==> config.mk <==
export PLATFORM = sky130hd
export DESIGN_NAME = dskhost_regif
export DESIGN_NICKNAME = d
export VERILOG_FILES = /design/src/rtl/dskhost_pkg.sv /design/src/rtl/dskhost_decode.sv /design/src/rtl/dskhost_link.sv /design/src/rtl/dskhost_regs.sv /design/src/rtl/dskhost_regif.sv
export SDC_FILE = /design/constraint.sdc
export NUM_CORES = 1
export LEC_CHECK = 0
export BUFFER_PORTS_ARGS = -buffer_cell sky130_fd_sc_hd__buf_2
export CORE_ASPECT_RATIO = 1.5
export CORE_MARGIN = 2
export CORE_UTILIZATION = 35
export DETAILED_ROUTE_END_ITERATION = 16
export MAX_ROUTING_LAYER = met4
export PLACE_DENSITY = 0.68
export REMOVE_ABC_BUFFERS = 1
export SETUP_SLACK_MARGIN = 0.5
export SYNTH_ARGS = -nofsm -noshare
export SYNTH_HDL_FRONTEND = slang
export SYNTH_SLANG_ARGS = --single-unit
==> constraint.sdc <==
create_clock -name clk -period 2.05 [get_ports clk]
set_input_delay 0.41 -clock clk [delete_from_list [all_inputs] [get_ports clk]]
set_output_delay 0.41 -clock clk [all_outputs]
set_load 0.005 [all_outputs]
==> src/rtl/dskhost_pkg.sv <==
package dskhost_pkg;
  localparam int DW = 8;
  localparam int PB = 2;
  localparam int NP = 1 << PB;

  localparam int PORT_DATA = 0;
  localparam int PORT_CTRL = 1;
  localparam int PORT_STAT = 2;
  localparam int PORT_AUX  = 3;

  localparam int CB_SEL   = 6;
  localparam int CB_IEN   = 4;
  localparam int CB_REQIE = 3;
  localparam int CB_DEN   = 1;
  localparam int CB_DMA   = 0;

  typedef struct packed {
    logic req;
    logic to_ctl;
    logic msg;
    logic cmd;
    logic busy;
  } phase_t;

  function automatic logic odd_fill(input logic [DW-1:0] d);
    return ~(^d);
  endfunction
endpackage

==> src/rtl/dskhost_decode.sv <==
module dskhost_decode
  import dskhost_pkg::*;
#(
  parameter int AW = 16,
  parameter int NW = 8
) (
  input  logic [AW-1:0]    addr,
  input  logic [AW-PB-1:0] base,
  input  logic             wide,
  input  logic             rd,
  input  logic             wr,
  output logic [NP-1:0]    rstb,
  output logic [NP-1:0]    wstb
);
  localparam int BW = AW - PB;
  localparam int NB = NW - PB;

  logic hit;
  always_comb begin
    if (wide) hit = (addr[AW-1:PB] == base);
    else      hit = (addr[NW-1:PB] == base[NB-1:0]);
  end

  for (genvar p = 0; p < NP; p++) begin : g_port
    assign rstb[p] = hit && rd && (addr[PB-1:0] == p[PB-1:0]);
    assign wstb[p] = hit && wr && (addr[PB-1:0] == p[PB-1:0]);
  end

  always_comb begin
    p_one_port_r1: assert ($onehot0({rstb, wstb}) || (rd && wr));
  end
endmodule

==> src/rtl/dskhost_link.sv <==
module dskhost_link
  import dskhost_pkg::*;
(
  input  logic          clk,
  input  logic          rst_n,
  input  logic [DW-1:0] rx_pin_n,
  input  logic          rx_par_n,
  input  logic          req_n,
  input  logic          io_n,
  input  logic          msg_n,
  input  logic          cd_n,
  input  logic          busy_n,
  input  logic [DW-1:0] tx_latch,
  input  logic          sel_on,
  input  logic          data_en,
  input  logic          ack_req,
  output logic [DW-1:0] tx_pin_n,
  output logic          tx_par_n,
  output logic          tx_oe,
  output logic          sel_n,
  output logic          ack_n,
  output phase_t        phase,
  output logic [DW-1:0] rx_now,
  output logic [DW-1:0] rx_byte,
  output logic          rx_fire,
  output logic          rx_bad
);
  logic [DW-1:0] tx_byte;
  logic          req_q, ack_q;

  assign phase   = '{req: ~req_n, to_ctl: ~io_n, msg: ~msg_n, cmd: ~cd_n, busy: ~busy_n};
  assign rx_now  = ~rx_pin_n;
  assign rx_fire = phase.req && !req_q && !phase.to_ctl;
  assign rx_bad  = ~(^{rx_now, ~rx_par_n});

  assign tx_byte  = tx_latch | {{(DW-1){1'b0}}, sel_on};
  assign tx_pin_n = ~tx_byte;
  assign tx_par_n = ~odd_fill(tx_byte);
  assign tx_oe    = sel_on || (data_en && phase.to_ctl);
  assign sel_n    = ~sel_on;
  assign ack_n    = ~ack_q;

  always_ff @(posedge clk or negedge rst_n) begin
    if (!rst_n) begin
      req_q   <= 1'b0;
      ack_q   <= 1'b0;
      rx_byte <= '0;
    end else begin
      req_q <= phase.req;
      ack_q <= ack_req;
      if (rx_fire) rx_byte <= rx_now;
    end
  end

  p_rx_hold_r5: assert property (@(posedge clk) disable iff (!rst_n)
    !rx_fire |=> $stable(rx_byte));
  p_sel_drive_r4: assert property (@(posedge clk) disable iff (!rst_n)
    !sel_n |-> (tx_oe && !tx_pin_n[0]));
endmodule

==> src/rtl/dskhost_regs.sv <==
module dskhost_regs
  import dskhost_pkg::*;
(
  input  logic          clk,
  input  logic          rst_n,
  input  logic [NP-1:0] rstb,
  input  logic [NP-1:0] wstb,
  input  logic [DW-1:0] wdata,
  input  phase_t        phase,
  input  logic [DW-1:0] rx_now,
  input  logic [DW-1:0] rx_byte,
  input  logic          rx_fire,
  input  logic          rx_bad,
  input  logic          cstat_ld,
  input  logic          done,
  output logic [DW-1:0] ctrl,
  output logic [DW-1:0] dout,
  output logic          irq,
  output logic [DW-1:0] rdata
);
  logic          perr;
  logic [DW-1:0] cstat;
  logic          irq_set;

  assign irq_set = ctrl[CB_IEN] && ctrl[CB_REQIE] && phase.req;

  always_ff @(posedge clk or negedge rst_n) begin
    if (!rst_n) begin
      ctrl  <= '0;
      dout  <= '0;
      cstat <= '0;
      perr  <= 1'b0;
      irq   <= 1'b0;
    end else begin
      if (wstb[PORT_CTRL]) ctrl <= wdata;
      if (wstb[PORT_DATA]) dout <= wdata;
      if (cstat_ld)        cstat <= rx_now;
      perr <= (rx_fire && rx_bad) || (perr && !wstb[PORT_CTRL]);
      irq  <= irq_set || (irq && !rstb[PORT_STAT]);
    end
  end

  always_comb begin
    rdata = '0;
    if (rstb[PORT_DATA]) rdata = rx_byte;
    if (rstb[PORT_CTRL]) rdata = cstat;
    if (rstb[PORT_STAT]) rdata = {phase.req, phase.to_ctl, phase.msg, phase.cmd,
                                  phase.busy, perr, irq, done};
  end

  p_irq_hold_r8: assert property (@(posedge clk) disable iff (!rst_n)
    (irq && !rstb[PORT_STAT]) |=> irq);
  p_perr_clear_r6: assert property (@(posedge clk) disable iff (!rst_n)
    (wstb[PORT_CTRL] && !(rx_fire && rx_bad)) |=> !perr);
  p_dout_hold_r3: assert property (@(posedge clk) disable iff (!rst_n)
    !wstb[PORT_DATA] |=> $stable(dout));
endmodule

==> src/rtl/dskhost_regif.sv <==
module dskhost_regif
  import dskhost_pkg::*;
#(
  parameter int AW = 16,
  parameter int NW = 8
) (
  input  logic          clk,
  input  logic          rst_n,
  input  logic [AW-1:0] io_addr,
  input  logic          io_rd,
  input  logic          io_wr,
  input  logic [DW-1:0] io_wdata,
  output logic [DW-1:0] io_rdata,
  input  logic [AW-PB-1:0] base_sel,
  input  logic          wide_io,
  input  logic          dma_done,
  input  logic          cstat_ld,
  output logic          dma_en,
  output logic          dma_addr_wr,
  output logic [DW-1:0] dma_addr_byte,
  output logic          boot_off_rd,
  output logic          irq,
  input  logic [DW-1:0] ctl_rx_n,
  input  logic          ctl_rx_par_n,
  output logic [DW-1:0] ctl_tx_n,
  output logic          ctl_tx_par_n,
  output logic          ctl_tx_oe,
  input  logic          ctl_req_n,
  input  logic          ctl_io_n,
  input  logic          ctl_msg_n,
  input  logic          ctl_cd_n,
  input  logic          ctl_busy_n,
  output logic          ctl_sel_n,
  output logic          ctl_ack_n
);
  logic [NP-1:0] rstb, wstb;
  logic [DW-1:0] ctrl, dout, rx_now, rx_byte;
  logic          rx_fire, rx_bad;
  phase_t        phase;

  dskhost_decode #(.AW(AW), .NW(NW)) u_decode (
    .addr(io_addr), .base(base_sel), .wide(wide_io),
    .rd(io_rd), .wr(io_wr), .rstb(rstb), .wstb(wstb)
  );

  dskhost_link u_link (
    .clk(clk), .rst_n(rst_n),
    .rx_pin_n(ctl_rx_n), .rx_par_n(ctl_rx_par_n), .req_n(ctl_req_n),
    .io_n(ctl_io_n), .msg_n(ctl_msg_n), .cd_n(ctl_cd_n), .busy_n(ctl_busy_n),
    .tx_latch(dout), .sel_on(ctrl[CB_SEL]), .data_en(ctrl[CB_DEN]),
    .ack_req(rstb[PORT_DATA] | wstb[PORT_DATA]),
    .tx_pin_n(ctl_tx_n), .tx_par_n(ctl_tx_par_n), .tx_oe(ctl_tx_oe),
    .sel_n(ctl_sel_n), .ack_n(ctl_ack_n), .phase(phase),
    .rx_now(rx_now), .rx_byte(rx_byte), .rx_fire(rx_fire), .rx_bad(rx_bad)
  );

  dskhost_regs u_regs (
    .clk(clk), .rst_n(rst_n), .rstb(rstb), .wstb(wstb), .wdata(io_wdata),
    .phase(phase), .rx_now(rx_now), .rx_byte(rx_byte), .rx_fire(rx_fire),
    .rx_bad(rx_bad), .cstat_ld(cstat_ld), .done(dma_done),
    .ctrl(ctrl), .dout(dout), .irq(irq), .rdata(io_rdata)
  );

  assign dma_en        = ctrl[CB_DMA];
  assign dma_addr_wr   = wstb[PORT_AUX];
  assign dma_addr_byte = io_wdata;
  assign boot_off_rd   = rstb[PORT_AUX];
endmodule

==> flow_metrics.env <==
export IMPL_status="finished, final reports clean"
export IMPL_syn_to_final_growth_pct=39.7
export IMPL_power_frac_comb=0.201
export IMPL_grt_ovfl_total=0
export IMPL_clock_latency_ps=280
export IMPL_clock_sinks=33
export IMPL_dr_total_vias=1601
export IMPL_dr_pass1_iters=4
export IMPL_hold_viol=0
export IMPL_ant_nets=0
export IMPL_ys_flop_type="dfrtp_1"
export IMPL_gp_congestion=0.804
export IMPL_boundaryPins=91
export IMPL_cp_required_ps=1640
export IMPL_path_class="input port to primary output"
export IMPL_syn_area_per_cell_um2=10.0
export IMPL_coreArea_um2=5160
export IMPL_crit_path_end_kind="primary output"
export IMPL_max_freq_ghz=0.490
export IMPL_syn_cell_area_um2=1890
export IMPL_synth_edf_count=0
export IMPL_hold_class="input port to asynchronous set/reset pin"
export IMPL_synth_seq_cells=33
export IMPL_die_x_um=63.9
export IMPL_async_reset_ff_frac=1.00
export IMPL_grt_max_degree=34
export IMPL_worst_path_largest_cell_delay_ps=310
export IMPL_drive_above_1_share=0.482
export IMPL_worst_slew_pin_slew_ps=717
export IMPL_p_sw_frac=0.247
export IMPL_cts_tree="yes"
export IMPL_fin_nets=342
export IMPL_grt_pass1_vias=1539
export IMPL_ys_seq_area_frac=0.438
export IMPL_layout_commonest_cell="buf_2"
export IMPL_viasPerCell=4.55
export IMPL_leakage_nw=1.30
export IMPL_p_int_mw=1.27
export IMPL_fin_skew_ps=2.05
export IMPL_crit_fanout=6
export IMPL_maxSlewViolCount=0
export IMPL_grt_pass1_wl_um=6930
export IMPL_cp_start_kind="input port"
export IMPL_rsz0062_at_grt="true"
export IMPL_synthCells=188
export IMPL_first_iter_violations=31
export IMPL_seqPwrFrac=0.433
export IMPL_p_total_mw=1.69
export IMPL_cts_root_buf="clkbuf_8"
export IMPL_grt_antenna_before_repair=0
export IMPL_dp_hpwl_um=3440
export IMPL_cts_htree_levels=2
export IMPL_yosysUniqueCellTypes=28
export IMPL_dieArea_um2=6000
export IMPL_vdd_ir_drop_worst_mv=0.311
export IMPL_cp_arrival_ps=1630
export IMPL_fp_row_count=32
export IMPL_initial_utilization=0.365
export IMPL_route_detailed_drc=0
export IMPL_hold_slack_ps=183
export IMPL_postRouteWirelength_um=4440
export IMPL_fin_crit_sh=0.996
export IMPL_final_cell_mix="87 x buf_2, 33 x dfrtp_1, 23 x xnor2_1, 16 x inv_1, 16 x nor2_1"
export IMPL_path_clk_slew_ps=60
export IMPL_path_cells="buf_6 > xor2_2 > nor4_2 > and3_4 > nand3_4 > buf_6 > nor2_4 > buf_2"
export IMPL_p_per_area_nw_per_um2=642
export IMPL_cts_buffer_depth=2
export IMPL_pwr_share_clk=0.365
export IMPL_yosysWarnings=0
export IMPL_slew_headroom=0.522
export IMPL_cts_hold_buf=0
export IMPL_drt_wirelength_per_cell_um=12.6
export IMPL_power_switching_uw=418
export IMPL_maxCapViolations=0
export IMPL_crit_top_cell="buf_6"
export IMPL_fin_crit_ps=2040
export IMPL_port_buffers=90
export IMPL_die_y_um=93.9
export IMPL_critPathSlowestCell="nor4_2"
export IMPL_numCtsBuffers=5
export IMPL_grt_usage=0.157
export IMPL_finalSetupViolations=0
export IMPL_n_antenna_cell=0
power groups by stage:
stage,clock (mW),sequential [mW],combinational [mW]
floorplan,0,0.738,0.172
global route,0.670,0.740,0.382
CTS,0.642,0.734,0.338
finish,0.618,0.733,0.341
detailed placement,0,0.746,0.327
global placement,0,0.744,0.320
layout make-up:
| class | count | area [um2] |
|---|---|---|
| Multi-Input combinational cell | 126 | 983 |
| Fill cell | 506 | 2530 |
| Clock inverter | 1 | 30.0 |
| Clock buffer | 7 | 86.3 |
| Inverter | 16 | 60.1 |
| Timing Repair Buffer | 101 | 563 |
| Tap cell | 68 | 85.1 |
| Sequential cell | 33 | 826 |
Yosys cell counts (3+ instances only):
master,n,area share
nor2_1,21,0.042
nand2_1,11,0.022
mux2i_1,12,0.064
xor2_1,6,0.028
buf_4,8,0.032
dfrtp_1,33,0.44
nand4_1,3,0.010
clkbuf_1,3,0.0060
xnor2_1,23,0.11
o21ai_0,9,0.024
o22a_1,3,0.014
mux2_2,13,0.078
a21oi_1,9,0.024
inv_1,16,0.032
critical path, delay by kind of cell:
family                 cells  cell delay [ps]
XOR/XNOR                   1              170
buffers and inverters      3              340
AND/OR/NAND/NOR            4              710
sequential cells by signal, indices dropped and copies added (netlist names):
register,count
u_link.rx_byte,8
u_link.ack_q,1
u_link.req_q,1
u_regs.irq,1
u_regs.dout,8
u_regs.ctrl,5
u_regs.cstat,8
u_regs.perr,1
worst paths after layout:
| kind | start | to | slack (ps) | cells past startpoint |
|---|---|---|---|---|
| worst max-delay path | base_sel[5] | io_rdata[5] | 7 | 8 |
| max in group asynchronous | rst_n | u_regs.dout[7]$_DFFE_PN0P_ | 1410 | 1 |
| min in group clk | ctl_req_n | u_link.req_q$_DFF_PN0_ | 320 | 2 |
| worst min-delay path | rst_n | u_regs.cstat[5]$_DFFE_PN0P_ | 180 | 1 |
| worst max register to register | u_link.req_q$_DFF_PN0_ | u_link.rx_byte[7]$_DFFE_PN0P_ | 810 | 3 |
| worst min register to register | u_link.rx_byte[6]$_DFFE_PN0P_ | u_link.rx_byte[6]$_DFFE_PN0P_ | 480 | 2 |
layer usage:
| layer | up-vias | part of all wire | track usage |
|---|---|---|---|
| met5 | - | 0 | - |
| met4 | 0 | 0.020 | 0.0833 |
| met3 | 5 | 0.054 | 0.0324 |
| met2 | 53 | 0.55 | 0.276 |
| met1 | 742 | 0.38 | 0.162 |
| li1 | 801 | - | - |
stage by stage:
stage	TNS [ps]	util	instance area, um2	instances	setup slack, ps
after floorplan	0	-	1810	175	50.6
after global placement	-1740	0.465	2400	341	-101
after detailed placement	-2350	0.465	2400	341	-129
after CTS	-65.5	0.501	2590	352	-13.4
after global routing	-603	0.510	2630	352	-76.4
final	0	0.510	2630	352	7.43
repair_timing:
| action | 4_1_cts | 5_1_grt |
|---|---|---|
| endpoints found under the setup margin | 25 | 25 |
| gates resized for setup | 11 | 10 |
| setup buffers | 3 | 0 |
| pin swaps | 16 | 6 |
kinds of logic (layout without fill, tap and decap cells):
family | Yosys count | count (layout) | share of synthesized area
AOI/OAI and AO/OA | 25 | 25 | 0.0783
xor gates and xnor gates | 29 | 29 | 0.135
buffers and inverters | 29 | 125 | 0.0737
DFF | 33 | 33 | 0.438
muxes | 25 | 25 | 0.141
and+or+nand+nor | 47 | 47 | 0.134
(Power assumes the default switching activity.)
